`config.mk`:
```
export PLATFORM = sky130hd
export DESIGN_NAME = daisy_token_ctrl
export DESIGN_NICKNAME = d
export VERILOG_FILES = /design/src/rtl/dtc_pkg.sv /design/src/rtl/dtc_arrival.sv /design/src/rtl/dtc_token.sv /design/src/rtl/dtc_launcher.sv /design/src/rtl/daisy_token_ctrl.sv
export SDC_FILE = /design/constraint.sdc
export NUM_CORES = 1
export LEC_CHECK = 0
export ABC_AREA = 1
export BUFFER_PORTS_ARGS = -buffer_cell sky130_fd_sc_hd__buf_2
export CORE_AREA = 4 4 41 43
export DETAILED_ROUTE_END_ITERATION = 10
export DIE_AREA = 0 0 45 47
export GPL_TIMING_DRIVEN = 0
export HOLD_SLACK_MARGIN = 0.1
export MAX_ROUTING_LAYER = met4
export PLACE_DENSITY_LB_ADDON = 0.1
export SETUP_SLACK_MARGIN = 0.3
export SYNTH_ARGS = -nofsm -noshare
export SYNTH_HDL_FRONTEND = slang
export SYNTH_SLANG_ARGS = --single-unit
```
`constraint.sdc`:
```
create_clock -name clk -period 1.8 [get_ports clk]
set_input_delay 0 -clock clk [delete_from_list [all_inputs] [get_ports clk]]
set_output_delay 0 -clock clk [all_outputs]
set_load 0.02 [all_outputs]
```
`src/rtl/dtc_pkg.sv`:
```
package dtc_pkg;

    localparam int NUM_HOPS = 2;

    typedef enum logic {
        HOP_WR = 1'b0,
        HOP_RD = 1'b1
    } hop_kind_t;

    typedef struct packed {
        logic pulse;
        logic owe_rd;
    } hop_state_t;

    function automatic hop_kind_t next_kind(hop_kind_t k);
        return (k == HOP_WR) ? HOP_RD : HOP_WR;
    endfunction

endpackage

```
`src/rtl/dtc_arrival.sv`:
```
module dtc_arrival
    import dtc_pkg::*;
(
    input  logic                clk,
    input  logic                rst,
    input  logic                xin,
    output logic [NUM_HOPS-1:0] take
);

    hop_kind_t expect_q;

    always_ff @(posedge clk) begin
        if (rst)
            expect_q <= HOP_WR;
        else if (xin)
            expect_q <= next_kind(expect_q);
    end

    always_comb begin
        take = '0;
        take[int'(expect_q)] = xin;
    end

endmodule

```
`src/rtl/dtc_token.sv`:
```
module dtc_token (
    input  logic clk,
    input  logic rst,
    input  logic head,
    input  logic stb,
    input  logic last,
    input  logic take,
    output logic grant,
    output logic owner,
    output logic give
);

    logic owner_q;

    assign grant = stb & owner_q;
    assign give  = grant & last;
    assign owner = owner_q;

    always_ff @(posedge clk) begin
        if (rst)
            owner_q <= head;
        else if (take)
            owner_q <= 1'b1;
        else if (give)
            owner_q <= 1'b0;
    end

endmodule

```
`src/rtl/dtc_launcher.sv`:
```
module dtc_launcher
    import dtc_pkg::*;
(
    input  logic                clk,
    input  logic                rst,
    input  logic [NUM_HOPS-1:0] give,
    output logic                xout
);

    hop_state_t st_q;

    always_ff @(posedge clk) begin
        if (rst) begin
            st_q <= '0;
        end else begin
            st_q.pulse  <= (|give) | st_q.owe_rd;
            st_q.owe_rd <= give[int'(HOP_WR)] & give[int'(HOP_RD)];
        end
    end

    assign xout = st_q.pulse;

endmodule

```
`src/rtl/daisy_token_ctrl.sv`:
```
module daisy_token_ctrl
    import dtc_pkg::*;
(
    input  logic clk,
    input  logic rst,
    input  logic head_sel,
    input  logic xin,
    input  logic wr_stb,
    input  logic rd_stb,
    input  logic wr_last,
    input  logic rd_last,
    output logic wr_grant,
    output logic rd_grant,
    output logic wr_owner,
    output logic rd_owner,
    output logic xout
);

    logic [NUM_HOPS-1:0] stb_v;
    logic [NUM_HOPS-1:0] last_v;
    logic [NUM_HOPS-1:0] take_v;
    logic [NUM_HOPS-1:0] grant_v;
    logic [NUM_HOPS-1:0] owner_v;
    logic [NUM_HOPS-1:0] give_v;

    assign stb_v[int'(HOP_WR)]  = wr_stb;
    assign stb_v[int'(HOP_RD)]  = rd_stb;
    assign last_v[int'(HOP_WR)] = wr_last;
    assign last_v[int'(HOP_RD)] = rd_last;

    dtc_arrival u_arrival (
        .clk  (clk),
        .rst  (rst),
        .xin  (xin),
        .take (take_v)
    );

    for (genvar k = 0; k < NUM_HOPS; k++) begin : g_tok
        dtc_token u_token (
            .clk   (clk),
            .rst   (rst),
            .head  (head_sel),
            .stb   (stb_v[k]),
            .last  (last_v[k]),
            .take  (take_v[k]),
            .grant (grant_v[k]),
            .owner (owner_v[k]),
            .give  (give_v[k])
        );
    end

    dtc_launcher u_launcher (
        .clk  (clk),
        .rst  (rst),
        .give (give_v),
        .xout (xout)
    );

    assign wr_grant = grant_v[int'(HOP_WR)];
    assign rd_grant = grant_v[int'(HOP_RD)];
    assign wr_owner = owner_v[int'(HOP_WR)];
    assign rd_owner = owner_v[int'(HOP_RD)];

endmodule

```
==> impl_metrics.json <==
{
  "run_status": "finished, final reports clean",
  "grt_max_degree": 6,
  "start_util_pct": 17.7,
  "via_per_inst": 3.90,
  "clock_skew_ns": 0.00332,
  "cp_max_fo": 5,
  "fp.dieArea_um2": 2120,
  "ys_types": 10,
  "postCtsSetupBuffers": 0,
  "maxCapViolCount": 0,
  "pwr-share-seq_pct": 40.5,
  "cts_resized": 0,
  "numCtsBuffers": 3,
  "worstMarginPinSlew_ns": 0.113,
  "cts-root-buf": "clkbuf_4",
  "overflow": 0,
  "core-area_um2": 1300,
  "criticalPathCategory": "in2reg",
  "p_switching_w": 0.0000835,
  "crit_path_start_kind": "primary input",
  "final_core_util_pct": 32.7,
  "rsz0062_at_grt": "false",
  "drt_iter0_drc": 4,
  "report.final.slew_viol_count": 0,
  "grt_util_met2_pct": 7.34,
  "leakagePower_nw": 0.215,
  "ys_ff_latch": 5,
  "tns_ns": 0,
  "period_needed_ns": 1.30,
  "antenna_found_initial": 0,
  "internal_power_w": 0.000243,
  "grt_pass1_wl_um": 786,
  "hold_path_class": "in2reg",
  "synthCells": 29,
  "drive_above_1_share_pct": 38.9,
  "vias": 269,
  "die_h_um": 47,
  "synth_fp_nets": 37,
  "clock_path_buffers": 2,
  "p_comb_share_pct": 20.0,
  "min_period_over_period_pct": 72.2,
  "clk_pin_slew_ns": 0.04,
  "dp_hpwl_um": 410,
  "ys_seq_area_share_pct": 52.2,
  "htree_levels": 1,
  "worst-endpoint-arrival_ns": 1.48,
  "switching_share_pct": 25.6,
  "clockPowerShare_pct": 39.5,
  "use_met3_pct": 4.60,
  "fillers": 153,
  "avgSynthCellArea_um2": 7.94,
  "ant_nets": 0,
  "use_met1_pct": 5.76,
  "r2r_start": "g_tok[0].u_token.owner$_DFFE_PP_",
  "gp_congestion": 0.666,
  "drc": 0,
  "final_nets": 63,
  "ys_warn_count": 0,
  "portBuffers": 12,
  "holdWs_ns": 0.140,
  "synthesis.area_um2": 230,
  "final_common_cell": "buf_2",
  "ioPinCount": 13,
  "routed_wl_um": 526,
  "powerDensity_nw_per_um2": 767,
  "ir_drop_uv": 286,
  "grt_pass1_vias": 213,
  "clock-sinks": 5,
  "clk_latency_ns": 0.24,
  "busiest_layer": "met2",
  "hold_viol": 0,
  "rows": 13,
  "insertedDiodeCount": 0,
  "required_ns": 1.98,
  "die_w_um": 45,
  "cts_tree": "built",
  "area_delta_synth_final_pct": 84.8,
  "routedWlPerCell_um": 7.62,
  "slew-limit-headroom_pct": 92.4,
  "startpoint": "rst",
  "setup_viol": 0,
  "fmaxAchievable_mhz": 769,
  "dr.pass1.iters": 2,
  "hold_start": "wr_stb",
  "critPathCaptureType": "flop",
  "grt_usage_pct": 5.90,
  "final_cell_mix": "12 x buf_2, 10 x nand2_1, 9 x dlygate4sd3_1"
}
[power groups by stage]
stage,sequential [W],clock [W],combinational [W]
6_report,0.000132,0.000129,0.0000651
5_1_grt,0.000133,0.000141,0.0000717
4_1_cts,0.000132,0.000136,0.0000663
3_5_place_dp,0.000134,0,0.0000511
3_3_place_gp,0.000134,0,0.0000505
2_1_floorplan,0.000142,0,0.0000217
[path summary, 6_finish.rpt]
path	endpoint	slack [ns]	cells after the start
hold reg to reg	g_tok[0].u_token.owner$_DFFE_PP_	0.62	3
hold / removal	g_tok[0].u_token.owner$_DFFE_PP_	0.14	3
setup / recovery	u_launcher.st_q[0]$_SDFF_PP0_	0.50	6
setup reg to reg	u_launcher.xout$_SDFF_PP0_	0.50	5
[layout make-up]
| class | count | area [µm²] | share of cell area, % |
|---|---|---|---|
| timing repair buffer | 21 | 150 | 35.3 |
| inverter | 5 | 18.8 | 4.41 |
| tap | 15 | 18.8 | 4.41 |
| multi-input combinational | 19 | 91.3 | 21.5 |
| sequential | 5 | 120 | 28.2 |
| clock buffer | 4 | 26.3 | 6.18 |
[Yosys cell counts (all sizes together)]
library cell | number | area share [%]
nand2 | 10 | 16
inv | 5 | 8.2
dfxtp | 3 | 26
edfxtp | 2 | 26
nand3 | 4 | 13
o21ai | 2 | 4.3
nor2 | 3 | 6.0
[per-layer routing]
metal,up-vias,share of wire (%)
li1,141,-
met1,116,38
met2,10,47
met3,2,13
met4,0,1.5
met5,-,0
[worst max-delay path, stage by stage]
cell,delay (ns)
dlygate4sd3_1,0.53
buf_2,0.14
inv_2,0.09
nand3_2,0.08
dlygate4sd3_1,0.57
nor2_2,0.07
[cells by family (layout without fill, tap and decap cells)]
logic type	Yosys count	after routing	share of synthesized area, %
compound gates	2	2	4.35
buf+inv	5	30	8.15
flops	5	5	52.2
simple gates	17	17	35.3
[metrics by stage]
step,power (W),setup slack [ns],cells,instance area [µm²]
finish,0.000326,0.500,69,425
global route,0.000345,0.423,69,425
CTS,0.000335,0.487,69,425
detailed placement,0.000185,0.936,56,309
global placement,0.000184,0.955,56,309
floorplan,0.000163,0.730,29,230
[state kept, by name, summed over array words and instances (netlist names)]
name,flops
g_tok.u_token.owner,2
u_arrival.expect_q,1
u_launcher.st_q,1
u_launcher.xout,1
[timing repair]
item	in CTS	in global routing
endpoints found under the setup margin	0	0
hold buffers	9	0
hold endpoints to repair	6	0
No activity file was read; power rests on OpenSTA's default activity.
